==> config.mk <==
export PLATFORM = sky130hd
export DESIGN_NAME = pfb_brake_ctrl
export DESIGN_NICKNAME = d
export VERILOG_FILES = /design/src/rtl/pfb_pkg.sv /design/src/rtl/pfb_pin_filter.sv /design/src/rtl/pfb_short_detect.sv /design/src/rtl/pfb_flag_bank.sv /design/src/rtl/pfb_brake_ctrl.sv
export SDC_FILE = /design/constraint.sdc
export NUM_CORES = 1
export LEC_CHECK = 0
export ABC_AREA = 1
export CORE_ASPECT_RATIO = 0.6
export CORE_MARGIN = 8
export CORE_UTILIZATION = 52
export DETAILED_ROUTE_END_ITERATION = 10
export GPL_ROUTABILITY_DRIVEN = 1
export PLACE_DENSITY_LB_ADDON = 0.05
export SLEW_MARGIN = 20
export SYNTH_ARGS = -nofsm -noshare
export SYNTH_HDL_FRONTEND = slang
export SYNTH_SLANG_ARGS = --single-unit
==> constraint.sdc <==
create_clock -name clk -period 2.6 [get_ports clk]
set_input_delay 0.52 -clock clk [delete_from_list [all_inputs] [get_ports clk]]
set_output_delay 0.52 -clock clk [all_outputs]
set_load 0.01 [all_outputs]
==> src/rtl/pfb_pkg.sv <==
package pfb_pkg;
    parameter int NUM_CMP    = 3;
    parameter int NUM_PAIR   = 3;
    parameter int NUM_CAT    = 4;
    parameter int FILT_DEPTH = 3;
    parameter int MAX_DIV    = 128;
    localparam int PRE_W     = $clog2(MAX_DIV);

    localparam int CAT_PORT  = 0;
    localparam int CAT_SHORT = 1;
    localparam int CAT_CMP   = 2;
    localparam int CAT_OSC   = 3;

    localparam logic [1:0] ADDR_CTRL  = 2'd0;
    localparam logic [1:0] ADDR_LEVEL = 2'd1;
    localparam logic [1:0] ADDR_IRQEN = 2'd2;
    localparam logic [1:0] ADDR_STAT  = 2'd3;

    typedef struct packed {
        logic                sw_brake;
        logic                act_low;
        logic                flt_en;
        logic [1:0]          flt_div;
        logic [NUM_PAIR-1:0] pair_en;
        logic                osc_en;
        logic [NUM_CMP-1:0]  cmp_en;
        logic                port_en;
    } ctrl_t;

    localparam int REG_W = $bits(ctrl_t);

    function automatic logic [PRE_W-1:0] div_limit(input logic [1:0] code);
        case (code)
            2'd0:    return '0;
            2'd1:    return PRE_W'(MAX_DIV / 16 - 1);
            2'd2:    return PRE_W'(MAX_DIV / 4 - 1);
            default: return PRE_W'(MAX_DIV - 1);
        endcase
    endfunction
endpackage

==> src/rtl/pfb_pin_filter.sv <==
module pfb_pin_filter
    import pfb_pkg::*;
#(
    parameter int DEPTH = FILT_DEPTH
) (
    input  logic       clk,
    input  logic       rst,
    input  logic [1:0] div_code,
    input  logic       pin_raw,
    output logic       pin_filt,
    output logic       tick
);
    logic [PRE_W-1:0] cnt;
    logic [DEPTH-2:0] hist;
    logic [DEPTH-1:0] nxt;

    assign tick = (cnt >= div_limit(div_code));
    assign nxt  = {hist, pin_raw};

    always_ff @(posedge clk) begin
        if (rst) begin
            cnt      <= '0;
            hist     <= '0;
            pin_filt <= 1'b0;
        end else begin
            cnt <= tick ? '0 : cnt + 1'b1;
            if (tick) begin
                hist <= nxt[DEPTH-2:0];
                if (&nxt)
                    pin_filt <= 1'b1;
                else if (~|nxt)
                    pin_filt <= 1'b0;
            end
        end
    end
endmodule

==> src/rtl/pfb_short_detect.sv <==
module pfb_short_detect
    import pfb_pkg::*;
#(
    parameter int N = NUM_PAIR
) (
    input  logic [N-1:0] hi,
    input  logic [N-1:0] lo,
    input  logic [N-1:0] hi_sel,
    output logic [N-1:0] shorted
);
    for (genvar i = 0; i < N; i++) begin : g_pair
        always_comb begin
            if (hi_sel[i])
                shorted[i] = hi[i] & lo[i];
            else
                shorted[i] = ~hi[i] & ~lo[i];
        end
    end
endmodule

==> src/rtl/pfb_flag_bank.sv <==
module pfb_flag_bank
    import pfb_pkg::*;
#(
    parameter int N = NUM_CAT
) (
    input  logic         clk,
    input  logic         rst,
    input  logic [N-1:0] src,
    input  logic [N-1:0] clr,
    output logic [N-1:0] flags
);
    for (genvar k = 0; k < N; k++) begin : g_flag
        always_ff @(posedge clk) begin
            if (rst)
                flags[k] <= 1'b0;
            else if (src[k])
                flags[k] <= 1'b1;
            else if (clr[k])
                flags[k] <= 1'b0;
        end
    end
endmodule

==> src/rtl/pfb_brake_ctrl.sv <==
module pfb_brake_ctrl
    import pfb_pkg::*;
(
    input  logic                clk,
    input  logic                rst,
    input  logic                wr_en,
    input  logic [1:0]          wr_addr,
    input  logic [REG_W-1:0]    wr_data,
    input  logic [1:0]          rd_addr,
    output logic [REG_W-1:0]    rd_data,
    input  logic                brake_pin,
    input  logic [NUM_CMP-1:0]  cmp_trip,
    input  logic                osc_fail,
    input  logic [NUM_PAIR-1:0] pwm_hi,
    input  logic [NUM_PAIR-1:0] pwm_lo,
    output logic                brake_req,
    output logic                irq
);
    ctrl_t               ctrl;
    logic [NUM_PAIR-1:0] lvl_sel;
    logic [NUM_CAT-1:0]  irq_en;
    logic [NUM_CAT-1:0]  src;
    logic [NUM_CAT-1:0]  clr;
    logic [NUM_CAT-1:0]  flags;
    logic [NUM_PAIR-1:0] short_vec;
    logic                filt;
    logic                flt_tick;
    logic                port_state;

    always_ff @(posedge clk) begin
        if (rst) begin
            ctrl    <= '0;
            lvl_sel <= '0;
            irq_en  <= '0;
        end else if (wr_en) begin
            case (wr_addr)
                ADDR_CTRL:  ctrl    <= ctrl_t'(wr_data);
                ADDR_LEVEL: lvl_sel <= wr_data[NUM_PAIR-1:0];
                ADDR_IRQEN: irq_en  <= wr_data[NUM_CAT-1:0];
                default:    ;
            endcase
        end
    end

    assign clr = (wr_en && wr_addr == ADDR_STAT) ? wr_data[NUM_CAT-1:0] : '0;

    pfb_pin_filter #(.DEPTH(FILT_DEPTH)) u_filt (
        .clk      (clk),
        .rst      (rst),
        .div_code (ctrl.flt_div),
        .pin_raw  (brake_pin),
        .pin_filt (filt),
        .tick     (flt_tick)
    );

    pfb_short_detect #(.N(NUM_PAIR)) u_short (
        .hi      (pwm_hi),
        .lo      (pwm_lo),
        .hi_sel  (lvl_sel),
        .shorted (short_vec)
    );

    assign port_state = (ctrl.flt_en ? filt : brake_pin) ^ ctrl.act_low;

    always_comb begin
        src            = '0;
        src[CAT_PORT]  = ctrl.port_en & port_state;
        src[CAT_SHORT] = |(short_vec & ctrl.pair_en);
        src[CAT_CMP]   = |(cmp_trip & ctrl.cmp_en);
        src[CAT_OSC]   = ctrl.osc_en & osc_fail;
    end

    pfb_flag_bank #(.N(NUM_CAT)) u_flags (
        .clk   (clk),
        .rst   (rst),
        .src   (src),
        .clr   (clr),
        .flags (flags)
    );

    assign brake_req = ctrl.sw_brake | (|flags);
    assign irq       = |(flags & irq_en);

    always_comb begin
        rd_data = '0;
        case (rd_addr)
            ADDR_CTRL:  rd_data = REG_W'(ctrl);
            ADDR_LEVEL: rd_data[NUM_PAIR-1:0] = lvl_sel;
            ADDR_IRQEN: rd_data[NUM_CAT-1:0]  = irq_en;
            default: begin
                rd_data[NUM_CAT-1:0] = flags;
                rd_data[NUM_CAT]     = port_state;
                rd_data[NUM_CAT+1]   = |short_vec;
            end
        endcase
    end
endmodule


## After elaboration in Yosys (flattened, before gate mapping)

Index checks and enable logic that the tools add are counted.

| cells by class | value |
|---|---|
| reduce and logical (&&, ||, !) cells | 21 |
| order comparisons | 1 |
| bitwise operators | 19 |
| add/sub/neg operators | 1 |
| muxes and demuxes | 20 |
| equality and inequality tests | 8 |

Operators with widths:

| operator | count |
|---|---|
| $pmux W7 S3 | 1 |
| $mux W1 | 14 |
| $reduce_or A3 Y1 | 4 |
| $pmux W3 S3 | 1 |
| $and A1 B1 Y1 | 8 |
| $eq A2 B2 Y1 const B | 4 |
| $reduce_and A2 Y1 | 4 |
| $reduce_bool A2 Y1 | 4 |
| $reduce_or A4 Y1 | 2 |
| $add A7 B1 Y7 const B | 1 |
| $ge A7 B7 Y1 | 1 |
| $mux W7 | 1 |
| $and A3 B3 Y3 | 2 |
| $eq A2 B1 Y1 const B | 3 |
| $logic_not A2 Y1 | 3 |
| $not A1 Y1 | 6 |
| $and A4 B4 Y4 | 1 |
| $mux W4 | 1 |
| $pmux W2 S2 | 1 |
| $reduce_or A2 Y1 | 2 |
| $pmux W1 S3 | 1 |
| $reduce_and A3 Y1 | 1 |
| $ne A2 B1 Y1 const B | 1 |
| $logic_and A1 B1 Y1 | 1 |
| other kinds (2) | 2 |

| word-level totals | value |
|---|---|
| output and inout port bits | 15 |
| register bits after elaboration | 34 |

## Depth between registers and ports, before layout

Gate-level depths: netlist of the first run.

| logic depth | value |
|---|---|
| depth in word-level cells | 6 |
| gate-level depth with buffers | 11 |

## Hierarchy

A second synthesis of the first run with hierarchy kept.

| second synthesis, totals | value |
|---|---|
| cell total of the unflattened synthesis | 315 |
| area, all modules | 1996.9 um2 |

By module, submodules not included:

| module | instances | cells an instance | area each (um2) |
|---|---|---|---|
| pfb_brake_ctrl | 1 | 182 | 1088.5 |
| pfb_pin_filter | 1 | 98 | 703.2 |
| pfb_flag_bank | 1 | 20 | 145.1 |
| pfb_short_detect | 1 | 15 | 60.1 |

## Least setup slack after synthesis of the first run

Ideal clock, no wire load.

| timing | value |
|---|---|
| kind | input to output |
| start | in rd_addr[1] |
| end | out rd_data[5] |
| arrival time | 1.223 ns |
| stages on the path | 3 |
| path slack | 0.857 ns |
| path buffers | 0 |
| cell sequence | nor2_1 inv_1 o21ai_0 |

| on the way | value |
|---|---|
| word-level cells in the longest chain between the ends | 3 |

RTL lines:

| what | line | RTL |
|---|---|---|
| start: declaration | pfb_brake_ctrl.sv:9 | `input logic [1:0] rd_addr,` |
| $eq A2 B2 Y1 / $eq A2 B1 Y1 (equally long branches) | pfb_brake_ctrl.sv:86 | `case (rd_addr)` |
| $reduce_or A2 Y1 (no source line) | - |  |
| $pmux W2 S2 (*) | pfb_brake_ctrl.sv:86 |  |
| end: declaration | pfb_brake_ctrl.sv:10 | `output logic [REG_W-1:0] rd_data,` |

Mark *: on every way between the ends. The rest lies on a longest branch, timed or not.

## Worst setup path after layout of the first run

| timing | value |
|---|---|
| start | in rd_addr[1] |
| end | out rd_data[4] |

Same word-level chain as after synthesis.

==> results of run 1 <==
## state kept, by name, summed over array words and instances, names as in the netlist
| name | count |
|---|---|
| u_filt.pin_filt | 1 |
| lvl_sel | 3 |
| irq_en | 4 |
| u_filt.cnt | 7 |
| u_flags.flags | 4 |
| ctrl | 13 |
| u_filt.hist | 2 |
## area by class of cell
class	instances	area, um^2
Multi-Input combinational cell	170	924.6
Fill cell	264	774.5
Sequential cell	34	680.7
Timing Repair Buffer	52	510.5
Inverter	41	153.9
Clock buffer	6	82.58
Clock inverter	2	60.06
Tap cell	45	56.30
## cells in the final DEF, fill, tap and decap left out, types with 2 or more instances in the layout
cell,count
clkbuf_8,6
o21ai_1,4
dlymetal6s2s_1,3
nor3_1,2
nor2_2,3
clkdlybuf4s50_1,42
inv_2,3
a21oi_1,25
inv_1,38
dfxtp_1,34
nor3b_2,2
o21ai_0,28
nand3_1,13
nor2_1,25
bufinv_16,2
o22ai_1,2
buf_4,7
nand2_1,42
ha_1,6
xor2_1,2
## repair_timing
| item | in CTS | in global routing |
|---|---|---|
| endpoints found under the setup margin | 2 | 6 |
| pin swaps | 0 | 0 |
| gates resized for setup | 3 | 6 |
## worst max-delay path, cell delays in order
cell	delay (ns)
clkdlybuf4s50_1	0.46
nor2_2	0.21
buf_4	0.17
a22o_1	0.18
clkdlybuf4s50_1	0.55
## routing by layer
metal	track usage	up-vias	part of all wire
met3	0.05231	6	0.083
li1	-	923	-
met1	0.2792	811	0.51
met4	0.08083	0	0.013
met5	0	-	0
met2	0.2474	75	0.39
## power breakdown
| part | switching, uW | internal (uW) | leakage (uW) |
|---|---|---|---|
| logic | 129 | 117 | 0.000716 |
| clock network | 202 | 409 | 0.0000714 |
| registers | 22.7 | 547 | 0.000277 |
| total | 354 | 1070 | 0.00106 |
## worst paths after layout
path	start	to	slack, ns
setup / recovery	rd_addr[1]	rd_data[4]	-0.006
hold / removal	irq_en[2]	irq_en[2]	0.47
setup reg to reg	ctrl[8]	u_filt.pin_filt	0.86
hold reg to reg	irq_en[2]	irq_en[2]	0.47
## per-stage QoR
| stage | utilization | instances | TNS [ns] | setup WS, ns |
|---|---|---|---|---|
| final | 0.7612 | 350 | -0.006325 | -0.006325 |
| after global routing | 0.7612 | 350 | -0.1075 | -0.03955 |
| after CTS | 0.7546 | 350 | -0.008171 | -0.008171 |
| after detailed placement | 0.7099 | 342 | -0.04243 | -0.03994 |
| after global placement | 0.7099 | 342 | 0 | 0.01110 |
| after floorplan | - | 248 | 0 | 0.8571 |
## cell families after synthesis
family / after synthesis
buffers and inverters: 44
AND/OR/NAND/NOR: 93
XOR/XNOR: 3
AO/OA/AOI/OAI: 68
adder cells (fa/ha/maj): 6
flip-flops: 34
==> impl_metrics.csv, run 1 <==
group,metric,value,unit
global_route,antenna_found_initial,0,
setup_path,cp_max_fo,4,
placed_design,place.detailed.hpwl,3989,um
min_path,hold_path.class,"flop to flop",
route,via_count,1815,
min_path,min_delay_path_depth,2,
run_status,violations,"setup timing",
route,drc,0,
finish,nNetsFinal,341,
route,drt_pre_antenna_iters,4,
sta,hold_viol,0,
logic_synthesis,netlist_area,0.001763,mm^2
route,wire_per_inst,14.55,um
route,wirelength,5091,um
clock_tree,numCtsBuffers,5,
sta,slew_headroom,0.7236,
sta,worst_clock_skew,0.003429,ns
power,vdd.ir_drop.worst,0.0004083,V
sta,fmax,383.7,MHz
logic_synthesis,synthMostInstantiatedCell,"nand2_1",
logic_synthesis,synth_top_family_by_area,"simple AND/OR/NAND/NOR gates",
power,p_total,1427,uW
logic_synthesis,synth_top_area_frac,0.3861,
logic_synthesis,synthAdderAreaFrac,0.04258,
clock_tree,post-cts-setup-buffers,0,
clock_tree,htree_levels,2,
logic_synthesis,synth_compound_gate_area_share,0.2108,
finish,antenna_cells,0,
finish,design_area,0.002469,mm^2
setup_path,cp-end-kind,"output pin",
placed_design,dpl_cell_area,0.002302,mm^2
clock_tree,cts_num_sinks,34,
sta,rsz0062_at_grt,"true",
finish,drive_gt1_frac,0.1049,
global_route,grt_max_degree,18,
sta,setup_viol,1,
global_route,gr-total-overflow,0,
placed_design,gp_congestion,0.8642,
sta,period_minus_slack,2.606,ns
clock_tree,root_buffer,"clkbuf_8",
sta,hold_slack,0.4745,ns
logic_synthesis,synthTopCellsByArea,"dfxtp_1 (39%), nand2_1 (8.9%), inv_1 (8.5%)",
setup_path,cp.arrival,2.09,ns
logic_synthesis,synth_top_cells_by_count,"nand2_1 (42), inv_1 (40), dfxtp_1 (34), o21ai_0 (29), nor2_1 (26)",
floorplanning,rows,16,
run,cap_violations,0,
setup_path,critPathRequiredTime,2.08,ns
finish,syn_to_final_growth,40.03,%
sta,worst_slew_pin_slew,0.4123,ns
floorplanning,io_pins,46,
sta,slew_violations,0,
global_route,first_global_vias,1668,
logic_synthesis,synth-xor-area-share,0.01490,
floorplanning,die_area,0.005570,mm^2
logic_synthesis,synth_nets,285,
clock_tree,clkLatencyLatePin,0.28,ns
route,vias_per_cell,5.186,
clock_tree,cts_tree,"built",
route,drt_iter0_drc,178,
placed_design,portBuffers,45,
logic_synthesis,ys_seq_elements,34,
floorplanning,coreArea,0.003243,mm^2
logic_synthesis,synth.avg_cell_area,7.109,um^2
logic_synthesis,yosysWarnings,0,
logic_synthesis,ys_seq_area_frac,0.3861,
logic_synthesis,synth.area.mux_share,0,
logic_synthesis,async_flop_share,0,
global_route,track_usage,0.1902,
logic_synthesis,ys_types,33,
global_route,grt_pass1_wl,8238,um
power,p_per_area,578.0,mW/mm^2
route,ant_nets,0,
floorplanning,die_h,61.10,um
floorplanning,start_util,0.5436,
power,power.leakage,0.001065,uW
logic_synthesis,synth-edff-count,0,
run_status,status,"finished with violations",
logic_synthesis,syn_inst,248,
clock_tree,cts_hold_buf,0,
logic_synthesis,yosys.area_share.simple,0.2470,
setup_path,rr_worst_depth,10,
sta,setup_ws,-0.006325,ns
logic_synthesis,synth_top_cell_by_area,"dfxtp_1",
floorplanning,fp.dieW,91.17,um
setup_path,path_class,"primary input to output pin",
logic_synthesis,synth_ff_type,"dfxtp_1",
sta,period_share,1.002,
clock_tree,clk_pin_slew,0.07,ns
setup_path,start_kind,"primary input",
clock_tree,clk_path_buf_depth,2,
No activity file was read; power rests on OpenSTA's default activity.
==> run 2, diff against run 1 <==
--- a/config.mk
+++ b/config.mk
@@ -7,7 +7,7 @@
 export LEC_CHECK = 0
 export ABC_AREA = 1
 export CORE_ASPECT_RATIO = 0.6
-export CORE_MARGIN = 8
+export CORE_MARGIN = 5
 export CORE_UTILIZATION = 52
 export DETAILED_ROUTE_END_ITERATION = 10
 export GPL_ROUTABILITY_DRIVEN = 1
==> run 2 against run 1 <==
  * The run now ends clean
  * Die area down 16%
  * First-iteration DRC count is 35% lower
  * Routed wire length is 7.5% lower
  * Sequential share of layout area grew 0.35 points
  * Non-clock buffer count up 3
  * Total power decreased by 15%
  * Fmax is 16% higher
  * Sequential power barely moved
  * Hold slack better by 0.0016 ns
  * Combinational power barely moved
  * Clock power is 35% lower
  * Critical path depth grew 1
==> impl_metrics.csv, run 2 (same netlist as run 1, synthesis figures left out) <==
group,metric,value,unit
global_route,gr-total-overflow,0,
sta,setup_viol,0,
finish,design_area,0.002437,mm^2
setup_path,cp.arrival,1.72,ns
global_route,grt_pass1_wl,7693,um
setup_path,cp_cell_sequence,"dlymetal6s2s_1 -> nor2_2 -> buf_4 -> nand2_1 -> o211ai_1 -> clkdlybuf4s50_1",
setup_path,slowest_stage,"clkdlybuf4s50_1",
finish,largest_reg_flops,13,
sta,setup_ws,0.3601,ns
clock_tree,clk_path_buf_depth,2,
placed_design,place.detailed.hpwl,3631,um
setup_path,critPathRequiredTime,2.08,ns
run,cap_violations,0,
placed_design,portBuffers,45,
setup_path,path_buf_inv,3,
power,vdd.ir_drop.worst,0.0004053,V
finish,final_cell_mix,"nand2_1 (42), clkdlybuf4s50_1 (39), inv_1 (38), dfxtp_1 (34), o21ai_0 (27)",
clock_tree,cts_num_sinks,34,
finish,syn_to_final_growth,38.25,%
global_route,track_usage,0.2141,
route,wire_per_inst,13.34,um
floorplanning,io_pins,46,
setup_path,cp_max_fo,5,
setup_path,start_kind,"primary input",
min_path,hold_path.class,"flop to flop",
sta,period_minus_slack,2.240,ns
route,wirelength,4708,um
placed_design,dpl_cell_area,0.002317,mm^2
setup_path,critical-path-top-delay-family,"buffers and inverters",
route,drt_pre_antenna_iters,4,
floorplanning,rows,16,
power,switching_share,0.2759,
finish,drive_gt1_frac,0.1104,
setup_path,path_class,"primary input to output pin",
clock_tree,root_buffer,"clkbuf_8",
global_route,first_global_vias,1711,
global_route,grt_max_degree,18,
floorplanning,fp.dieW,85.17,um
finish,antenna_cells,0,
clock_tree,htree_levels,2,
sta,slew_violations,0,
finish,nFillCells,293,
sta,hold_viol,0,
setup_path,slowest_delay,0.56,ns
sta,slew_headroom,0.7013,
route,ant_nets,0,
global_route,antenna_found_initial,0,
finish,reg_top3,"ctrl (13), u_filt.cnt (7)",
sta,rsz0062_at_grt,"false",
sta,fmax,446.5,MHz
finish,postLayoutCoreUtil,0.7469,
floorplanning,start_util,0.5403,
finish,final_common_cell,"nand2_1",
floorplanning,die_area,0.004693,mm^2
power,switchingPower,335.6,uW
route,vias_per_cell,5.071,
power,p_int,880.9,uW
clock_tree,clk_pin_slew,0.07,ns
finish,nNetsFinal,344,
power,pwr-share-seq,0.468,
setup_path,cp-end-kind,"output pin",
floorplanning,coreArea,0.003263,mm^2
route,via_count,1790,
placed_design,pre_cts_ws,-0.04276,ns
sta,worst_slew_pin_slew,0.4456,ns
run_status,status,"finished clean",
placed_design,gp_congestion,0.8898,
clock_tree,cts_tree,"built",
sta,period_share,0.8615,
clock_tree,cts_hold_buf,0,
route,drc,0,
clock_tree,numCtsBuffers,5,
power,power.leakage,0.001076,uW
clock_tree,clkLatencyLatePin,0.29,ns
placed_design,placed_cells,344,
finish,final_cells,353,
power,p_comb_frac,0.203,
power,p_per_area,499.1,mW/mm^2
route,drt_iter0_drc,116,
sta,worst_clock_skew,0.003660,ns
floorplanning,die_h,55.10,um
sta,setup_tns,0,ns
finish,regMostFlops,"ctrl",
power,power.share.clock,0.328,
-- run 2: changes by cell type in the layout (fill, tap and decap cells not counted), moves of 2 or more --
| cell | change |
|---|---|
| buf_4 | +3 |
| bufinv_16 | -2 |
| clkdlybuf4s50_1 | -3 |
| dlymetal6s2s_1 | +2 |
| o21ai_2 | +2 |
-- run 2: what timing repair did --
action                                  4_1_cts  5_1_grt
hold endpoints to repair                      0        0
setup buffers                                 0        1
endpoints found under the setup margin        7        5
pin swaps                                     2        1
resized for setup                             5        8
-- run 2: final timing paths --
| check | from | end | slack, ns | depth (start not counted) |
|---|---|---|---|---|
| setup / recovery | rd_addr[1] | rd_data[3] | 0.36 | 6 |
| hold / removal | ctrl[5] | ctrl[5] | 0.48 | 2 |
| setup reg to reg | ctrl[9] | u_filt.pin_filt | 0.90 | 11 |
| hold reg to reg | ctrl[5] | ctrl[5] | 0.48 | 2 |
-- run 2: area by class of cell --
type / instances / area, um^2 / share of cell area
flip-flops and latches: 34 / 680.7 / 0.2793
clock buffers: 7 / 86.33 / 0.03542
repair buffers: 55 / 536.8 / 0.2202
multi-input cells: 170 / 918.4 / 0.3768
clock inverters: 1 / 5.005 / 0.002053
well taps: 45 / 56.30 / 0.02310
inverters: 41 / 153.9 / 0.06314
-- run 2: layer usage --
layer  track usage  part of all wire  vias up  wire (um)
li1              -                 -      932          -
met1        0.3045              0.53      792       2509
met2        0.3080              0.38       59       1793
met3       0.06065             0.074        7        350
met4       0.07895             0.011        0         54
met5             0                 0        -          0
-- run 2: metrics by stage --
| step | power, uW | hold WS (ns) |
|---|---|---|
| after floorplan | 701.5 | 0.4295 |
| after global placement | 817.8 | 0.4566 |
| after detailed placement | 822.3 | 0.4644 |
| after CTS | 1221 | 0.4739 |
| after global routing | 1280 | 0.4984 |
| final | 1217 | 0.4761 |
-- run 2: tightest hold or removal path, delay by kind of cell, from the launching register on --
family | cells | cell delay, ns
flip-flops | 1 | 0.30
buffers and inverters | 1 | 0.07
AO/OA/AOI/OAI | 1 | 0.06
-- run 2: power groups by stage --
stage | Sequential, uW | Combinational, uW | Clock (uW)
detailed placement | 580 | 242 | 0
finish | 569 | 248 | 400
global placement | 579 | 238 | 0
global route | 572 | 275 | 433
floorplan | 574 | 128 | 0
CTS | 568 | 244 | 408
